<file path="config.mk">
export PLATFORM = sky130hd
export DESIGN_NAME = spi_txn_master
export DESIGN_NICKNAME = d
export VERILOG_FILES = /design/src/rtl/spi_txn_pkg.sv /design/src/rtl/spi_half_timer.sv /design/src/rtl/spi_byte_shifter.sv /design/src/rtl/spi_txn_master.sv
export SDC_FILE = /design/constraint.sdc
export NUM_CORES = 1
export LEC_CHECK = 0
export ABC_AREA = 1
export CAP_MARGIN = 25
export CORE_MARGIN = 2
export CORE_UTILIZATION = 40
export CTS_BUF_LIST = sky130_fd_sc_hd__clkbuf_4 sky130_fd_sc_hd__clkbuf_8
export CTS_CLUSTER_DIAMETER = 30
export DETAILED_ROUTE_END_ITERATION = 7
export MAX_ROUTING_LAYER = met4
export RECOVER_POWER = 100
export SLEW_MARGIN = 20
export SYNTH_ARGS = -nofsm -noshare
export SYNTH_HDL_FRONTEND = slang
export SYNTH_HIERARCHICAL = 1
export SYNTH_SLANG_ARGS = --single-unit
</file>
<file path="constraint.sdc">
create_clock -name clk_i -period 4.2 [get_ports clk_i]
set_clock_uncertainty 0.1 [all_clocks]
set_input_delay 0.84 -clock clk_i [delete_from_list [all_inputs] [get_ports clk_i]]
set_output_delay 0.84 -clock clk_i [all_outputs]
set_load 0.02 [all_outputs]
</file>
<file path="src/rtl/spi_txn_pkg.sv">
package spi_txn_pkg;
  localparam int ADDR_W = 6;
  localparam int BYTE_W = 8;

  typedef enum logic [1:0] {ST_IDLE, ST_RUN, ST_TRAIL} st_e;
  typedef enum logic [1:0] {PH_HDR, PH_LEN, PH_DATA} ph_e;

  function automatic logic [BYTE_W-1:0] mk_header(logic [ADDR_W-1:0] addr, logic wr, logic stream);
    return {addr, wr, stream};
  endfunction
endpackage

</file>
<file path="src/rtl/spi_half_timer.sv">
module spi_half_timer #(
  parameter int DIV_W = 8
) (
  input  logic             clk_i,
  input  logic             rst_ni,
  input  logic             run_i,
  input  logic             hold_i,
  input  logic [DIV_W-1:0] div_i,
  output logic             tick_o
);
  logic [DIV_W-1:0] cnt_q;

  assign tick_o = run_i && (cnt_q == div_i);

  // hold keeps the tick asserted until the stall clears
  always_ff @(posedge clk_i or negedge rst_ni) begin
    if (!rst_ni)                cnt_q <= '0;
    else if (!run_i)            cnt_q <= '0;
    else if (tick_o && !hold_i) cnt_q <= '0;
    else if (!tick_o)           cnt_q <= cnt_q + 1'b1;
  end
endmodule

</file>
<file path="src/rtl/spi_byte_shifter.sv">
module spi_byte_shifter #(
  parameter int W = 8
) (
  input  logic         clk_i,
  input  logic         rst_ni,
  input  logic         clr_i,
  input  logic         rise_i,
  input  logic         fall_i,
  input  logic         load_i,
  input  logic [W-1:0] byte_i,
  input  logic         miso_i,
  output logic         mosi_o,
  output logic [W-1:0] rx_next_o,
  output logic         first_o,
  output logic         last_o
);
  localparam int BW = $clog2(W);

  logic [W-2:0]  tx_sh_q;
  logic [W-2:0]  rx_sh_q;
  logic [BW-1:0] bcnt_q;

  assign rx_next_o = {rx_sh_q, miso_i};
  assign first_o   = (bcnt_q == '0);
  assign last_o    = (bcnt_q == BW'(W-1));

  always_ff @(posedge clk_i or negedge rst_ni) begin
    if (!rst_ni) begin
      mosi_o  <= 1'b0;
      tx_sh_q <= '0;
      rx_sh_q <= '0;
      bcnt_q  <= '0;
    end else if (clr_i) begin
      mosi_o <= 1'b0;
      bcnt_q <= '0;
    end else begin
      if (rise_i) begin
        if (load_i) begin
          mosi_o  <= byte_i[W-1];
          tx_sh_q <= byte_i[W-2:0];
        end else begin
          mosi_o  <= tx_sh_q[W-2];
          tx_sh_q <= {tx_sh_q[W-3:0], 1'b0};
        end
      end
      if (fall_i) begin
        rx_sh_q <= rx_next_o[W-2:0];
        bcnt_q  <= last_o ? '0 : bcnt_q + 1'b1;
      end
    end
  end
endmodule

</file>
<file path="src/rtl/spi_txn_master.sv">
module spi_txn_master
  import spi_txn_pkg::*;
#(
  parameter int DIV_W = 8
) (
  input  logic              clk_i,
  input  logic              rst_ni,
  input  logic              cmd_valid_i,
  output logic              cmd_ready_o,
  input  logic [ADDR_W-1:0] cmd_addr_i,
  input  logic              cmd_write_i,
  input  logic              cmd_stream_i,
  input  logic [BYTE_W-1:0] cmd_count_i,
  input  logic [DIV_W-1:0]  cmd_div_i,
  input  logic [BYTE_W-1:0] wr_data_i,
  input  logic              wr_valid_i,
  output logic              wr_ready_o,
  output logic [BYTE_W-1:0] rd_data_o,
  output logic              rd_valid_o,
  output logic              sclk_o,
  output logic              ss_no,
  output logic              mosi_o,
  input  logic              miso_i,
  output logic              done_o
);
  st_e               state_q;
  ph_e               phase_q;
  logic [ADDR_W-1:0] addr_q;
  logic              wr_q, stream_q;
  logic [BYTE_W-1:0] count_q, rem_q;
  logic [DIV_W-1:0]  div_q;

  logic tick, in_run, need_wr, stall, rise, fall, load, clr;
  logic first, last;
  logic [BYTE_W-1:0] tx_byte, rx_next;

  assign cmd_ready_o = (state_q == ST_IDLE);
  assign in_run      = (state_q == ST_RUN);
  assign need_wr     = (phase_q == PH_DATA) && wr_q;

  // byte is due on the rising edge that starts a new exchange
  assign wr_ready_o = in_run && tick && !sclk_o && first && need_wr;
  assign stall      = wr_ready_o && !wr_valid_i;
  assign rise       = in_run && tick && !sclk_o && !stall;
  assign load       = rise && first;
  assign fall       = in_run && tick && sclk_o;
  assign clr        = (state_q == ST_IDLE) || ((state_q == ST_TRAIL) && tick);

  always_comb begin
    unique case (phase_q)
      PH_HDR:  tx_byte = mk_header(addr_q, wr_q, stream_q);
      PH_LEN:  tx_byte = count_q;
      default: tx_byte = wr_q ? wr_data_i : '0;
    endcase
  end

  spi_half_timer #(.DIV_W(DIV_W)) timer_i (
    .clk_i  (clk_i),
    .rst_ni (rst_ni),
    .run_i  (state_q != ST_IDLE),
    .hold_i (stall),
    .div_i  (div_q),
    .tick_o (tick)
  );

  spi_byte_shifter #(.W(BYTE_W)) shifter_i (
    .clk_i     (clk_i),
    .rst_ni    (rst_ni),
    .clr_i     (clr),
    .rise_i    (rise),
    .fall_i    (fall),
    .load_i    (load),
    .byte_i    (tx_byte),
    .miso_i    (miso_i),
    .mosi_o    (mosi_o),
    .rx_next_o (rx_next),
    .first_o   (first),
    .last_o    (last)
  );

  always_ff @(posedge clk_i or negedge rst_ni) begin
    if (!rst_ni) begin
      state_q    <= ST_IDLE;
      phase_q    <= PH_HDR;
      addr_q     <= '0;
      wr_q       <= 1'b0;
      stream_q   <= 1'b0;
      count_q    <= '0;
      rem_q      <= '0;
      div_q      <= '0;
      sclk_o     <= 1'b0;
      ss_no      <= 1'b1;
      done_o     <= 1'b0;
      rd_valid_o <= 1'b0;
      rd_data_o  <= '0;
    end else begin
      done_o     <= 1'b0;
      rd_valid_o <= 1'b0;
      unique case (state_q)
        ST_IDLE: begin
          // zero-length stream is consumed without bus activity
          if (cmd_valid_i && !(cmd_stream_i && cmd_count_i == '0)) begin
            state_q  <= ST_RUN;
            phase_q  <= PH_HDR;
            addr_q   <= cmd_addr_i;
            wr_q     <= cmd_write_i;
            stream_q <= cmd_stream_i;
            count_q  <= cmd_count_i;
            div_q    <= cmd_div_i;
            ss_no    <= 1'b0;
          end
        end
        ST_RUN: begin
          if (rise) sclk_o <= 1'b1;
          if (fall) begin
            sclk_o <= 1'b0;
            if (last) begin
              unique case (phase_q)
                PH_HDR: begin
                  phase_q <= stream_q ? PH_LEN : PH_DATA;
                  rem_q   <= BYTE_W'(1);
                end
                PH_LEN: begin
                  phase_q <= PH_DATA;
                  rem_q   <= count_q;
                end
                default: begin
                  if (!wr_q) begin
                    rd_valid_o <= 1'b1;
                    rd_data_o  <= rx_next;
                  end
                  if (rem_q == BYTE_W'(1)) state_q <= ST_TRAIL;
                  else                     rem_q   <= rem_q - 1'b1;
                end
              endcase
            end
          end
        end
        default: begin
          if (tick) begin
            state_q <= ST_IDLE;
            ss_no   <= 1'b1;
            done_o  <= 1'b1;
          end
        end
      endcase
    end
  end
endmodule

</file>
---- Yosys cells after proc, flatten, opt, wreduce, memory -nomap -nowiden ----
Index checks and enable logic that the tools add are counted.
word-level totals
  output and inout port bits .............. 15
  register bits after elaboration ......... 74
  logic and storage cells ................. 120
cells by class
  bitwise gates (word level) .............. 4
  mux-type cells .......................... 39
  reduce and logical (&&, ||, !) cells .... 41
  add/subtract/negate cells ............... 3
  equal/unequal tests ..................... 15
operators with widths
  operator             count
  $mux 8               5
  $pmux 8 s2           2
  $mux 2               10
  $logic_and 1x1->1    14
  $mux 1               14
  $pmux 2 s2           3
  $reduce_bool 2->1    6
  $reduce_and 5->1     2
  $mux 3               3
  $add 8x1->8 const B  1
  $eq 8x1->1 const B   1
  $eq 8x8->1           1
  $logic_not 8->1      1
  $ne 2x1->1 const B   4
  $reduce_and 2->1     4
  $sub 8x1->8 const B  1
  $mux 7               1
  $ne 3x1->1 const B   2
  $reduce_and 6->1     1
  $eq 2x1->1 const B   2
  $eq 2x2->1 const B   2
  $logic_not 1->1      4
  $logic_not 2->1      2
  $not 1->1            4
  other kinds (11)     12

---- Depth between registers and ports, before layout ----
  word-level depth ........................ 13
  mapped depth ............................ 18

---- Cells and area by module ----
The synthesis kept the hierarchy.
by module, submodules not included
  module            instances  cells each  sequential area each (sq um)  area each (sq um)
  spi_txn_master    1          318         1202.4                        2384.8
  spi_byte_shifter  1          113         450.4                         862.1
  spi_half_timer    1          98          200.2                         603.1

---- Worst setup path after synthesis ----
Ideal clock, no wire load.
  path kind ............................... register -> output
  from .................................... register timer_i.cnt_q[6]
  to ...................................... output wr_ready_o
  stages on the path, launching flop included .. 11
  arrival ................................. 1336 ps
  required time ........................... 3260 ps
  path slack .............................. 1924 ps
  cells stage by stage .................... dfrtp_1 inv_2 nand2_1 nand2_1 nor2_1 nand2_1 inv_1 nand2_2 nor2_4 nand3_2 nor2_1
on the way
  cells in the longest elaborated chain, start to end .. 6
RTL lines
  what                            RTL line              source
  start: declaration              spi_half_timer.sv:11  logic [DIV_W-1:0] cnt_q;
  start signal: assignment        spi_half_timer.sv:20  else if (!tick_o) cnt_q <= cnt_q + 1'b1;
  $eq 8x8->1                      spi_half_timer.sv:13  assign tick_o = run_i && (cnt_q == div_i);
  $logic_and 1x1->1               spi_half_timer.sv:13
  net tick                        spi_txn_master.sv:33  logic tick, in_run, need_wr, stall, rise, fall, load, clr;
  $logic_and 1x1->1 (4 in a row)  spi_txn_master.sv:42  assign wr_ready_o = in_run && tick && !sclk_o && first && need_wr;
  end: declaration                spi_txn_master.sv:17  output logic wr_ready_o,
The timed path passes the listed nets, and every way through them passes these cells.

---- Worst setup path in the final report ----
  from .................................... register timer_i.cnt_q[2]
  to ...................................... output wr_ready_o
Same word-level chain as after synthesis.

==> flow_summary.toml <==
[run_status]
status = "finished with violations"
violations = "max-capacitance violations, max-slew violations"

[sta]
whs_ps = 367
max_slew.worst_pin.slew_ps = 1580
fin_setup_tns_ps = 0
hold_violations = 0
timing_max_transition_violations_final = 29
setup_ws_ps = 762
max-slew-margin-rel = -0.0508
min_period_ps = 3440
fmax_mhz = 291
setup_viol_count_final = 0
rsz0062_at_grt = "no"
fin_crit_sh = 0.819

[synth]
synth_area_mm2 = 0.00385
synth.distinct_cells = 29
yosys_warnings = 6
synthCells = 529
syn_avg_cell_area_um2 = 7.28
synth_nets = 572
ys_seq_area_frac = 0.481
ys_ff_latch = 74

[floorplanning]
die_y_um = 102
start_util = 0.415
core_mm2 = 0.00928
die_area_mm2 = 0.0104
die_w_um = 102
fp-row-count = 35
ios = 52

[drt]
routed_wl_um = 8980
num_vias = 3406
firstDrtPassIters = 5
wl_per_cell_um = 12.5
drt-initial-drc-count = 196
drc_errors = 0
final_antenna_net_count = 0
vias_per_cell = 4.75

[placement]
hpwl_um = 6650
gp_congestion = 0.860
dpl_cell_area_mm2 = 0.00446
io_buffers = 51
dp_slack_ps = 1350

[power]
switching_power_mw = 0.562
irDropWorstVdd_mv = 0.226
seq_power_share = 0.484
pwr_density_cell_mw_per_mm2 = 401
power.switching_fraction = 0.303
p_int_mw = 1.29
leakagePower_nw = 2.54
p_comb_frac = 0.198
clockPowerShare = 0.318

[cells_and_area]
seq_area_mm2 = 0.00185
mostFrequentLayoutCells = "nand2_1 (254), dfrtp_1 (73), inv_1 (63), nand3_1 (35), clkdlybuf4s50_1 (34)"
layout.cells.most_common = "nand2_1"
fin_nets = 626
multi_input_area_mm2 = 0.00161
diodes = 0
post-route-cell-area_mm2 = 0.00461
final_util = 0.497
area_growth_pct = 19.9
drive_above_1_share = 0.0493
nFillCells = 951

[clocking]
cts_setup_buffers = 0
cts_tree = "done"
clock-sinks = 74
cts_root_buf = "clkbuf_8"
cts_buffer_depth = 2
ctsResizeCount = 0
cts_hold_buf = 0
cts_buffers = 9
h-tree-depth = 3
clock_latency_ps = 360
clkSlewWorstSetupHoldPaths_ps = 70

[worst_hold_path]
holdCritPathClass = "flip-flop to flip-flop"
whs_path_depth = 2
hp-start = "ss_no"
hold_path_end = "ss_no"

[global_routing]
grt_pass1_vias = 3307
grt_use_total = 0.197
gr-total-overflow = 0
grt_max_degree = 36
antenna_found_initial = 0
grt_pass1_wl_um = 15400

[setup_path]
critical_path_arrival_ps = 2500
crit_start = "timer_i/cnt_q[2]"
r2r_cells = 16
worstReg2RegStart = "timer_i/cnt_q[2]"
ff2ff_setup_slack_ps = 1380
end_kind = "output port"
timing.rr.end = "shifter_i/mosi_o"
crit_type = "flip-flop to output port"
critical_path_required_ps = 3260
start_kind = "flip-flop"
crit_fanout = 5

[run]
maxCapViolCount = 1
==> synthesized netlist by cell type <==
master / n / area [um^2]
buf_4: 5 / 37.5
xor2_1: 3 / 26.3
nor2_1: 25 / 93.8
nor2_2: 1 / 6.26
nand2_2: 7 / 43.8
inv_4: 1 / 6.26
nand3_1: 34 / 170
nand3_2: 2 / 20.0
nand3b_1: 1 / 7.51
nor3_1: 2 / 10.0
or2_1: 1 / 6.26
o211ai_1: 1 / 7.51
dfstp_2: 1 / 26.3
o21ai_2: 1 / 8.76
nand2_1: 249 / 935
ha_1: 6 / 75.1
buf_6: 2 / 22.5
a21oi_1: 3 / 15.0
o21ai_0: 10 / 50.1
nor2_4: 3 / 33.8
o22ai_1: 1 / 6.26
nand4_2: 1 / 12.5
o21ai_1: 20 / 100
nor3_2: 1 / 10.0
buf_2: 3 / 15.0
inv_1: 59 / 221
inv_2: 10 / 37.5
dfrtp_1: 73 / 1830
nand4_1: 3 / 18.8
==> registers in the layout, summed over array words and instances (netlist names), 2 cells and up <==
name               count
addr_q                 6
count_q                8
div_q                  8
phase_q                2
rd_data_o              8
rem_q                  8
shifter_i/bcnt_q       3
shifter_i/rx_sh_q      7
shifter_i/tx_sh_q      7
state_q                2
timer_i/cnt_q          8
==> metal layers <==
metal  global-route usage  wire length (um)  vias to the layer above
met2                0.303              4190                       80
met4               0.0862               179                        0
met5                    -                 0                        -
met3               0.0315               366                       13
li1                     -                 -                     1723
met1                0.260              4240                     1590
==> stage by stage <==
stage / total power, mW / instances
global route: 1.99 / 717
finish: 1.85 / 717
CTS: 1.89 / 717
detailed placement: 1.29 / 701
global placement: 1.28 / 701
floorplan: 1.16 / 529
==> logic make-up after synthesis <==
| kind of cell | synth area share |
|---|---|
| AOI/OAI and AO/OA | 0.0488 |
| xor gates and xnor gates | 0.00683 |
| adders and majority gates | 0.0195 |
| buffers and inverters | 0.0884 |
| DFF | 0.481 |
| and+or+nand+nor | 0.355 |
==> worst max-delay path, cell delays in order, from the launching register on <==
cell	delay, ps
dfrtp_1	430
inv_1	80
nand2_1	60
nand2_1	50
nor2_1	100
nand2_1	80
inv_1	60
nand2_1	60
nor2_1	280
nand3_2	140
nor2_1	120
dlygate4sd3_1	680
==> worst max-delay path by stage <==
stage,to,slack [ps],cells after the start
after CTS,wr_ready_o,950,11
after detailed placement,wr_ready_o,1350,11
after floorplan,wr_ready_o,1920,10
after global routing,wr_ready_o,540,11
after global placement,wr_ready_o,1370,11
final,wr_ready_o,760,11
==> power groups by stage <==
stage               registers [mW]  logic [mW]  clock network [mW]
floorplan                    0.899       0.256                   0
global placement             0.904       0.372                   0
detailed placement           0.910       0.383                   0
CTS                          0.897       0.385               0.605
global route                 0.912       0.441               0.638
finish                       0.896       0.367               0.589
==> layout make-up <==
cell class / instances / area share
clock buffers: 12 / 0.0358
clock inverters: 4 / 0.0106
inverters: 70 / 0.0575
multi-input cells: 375 / 0.349
flip-flops and latches: 74 / 0.402
well taps: 129 / 0.0350
repair buffers: 53 / 0.111
Power figures use the tool's default switching activity.
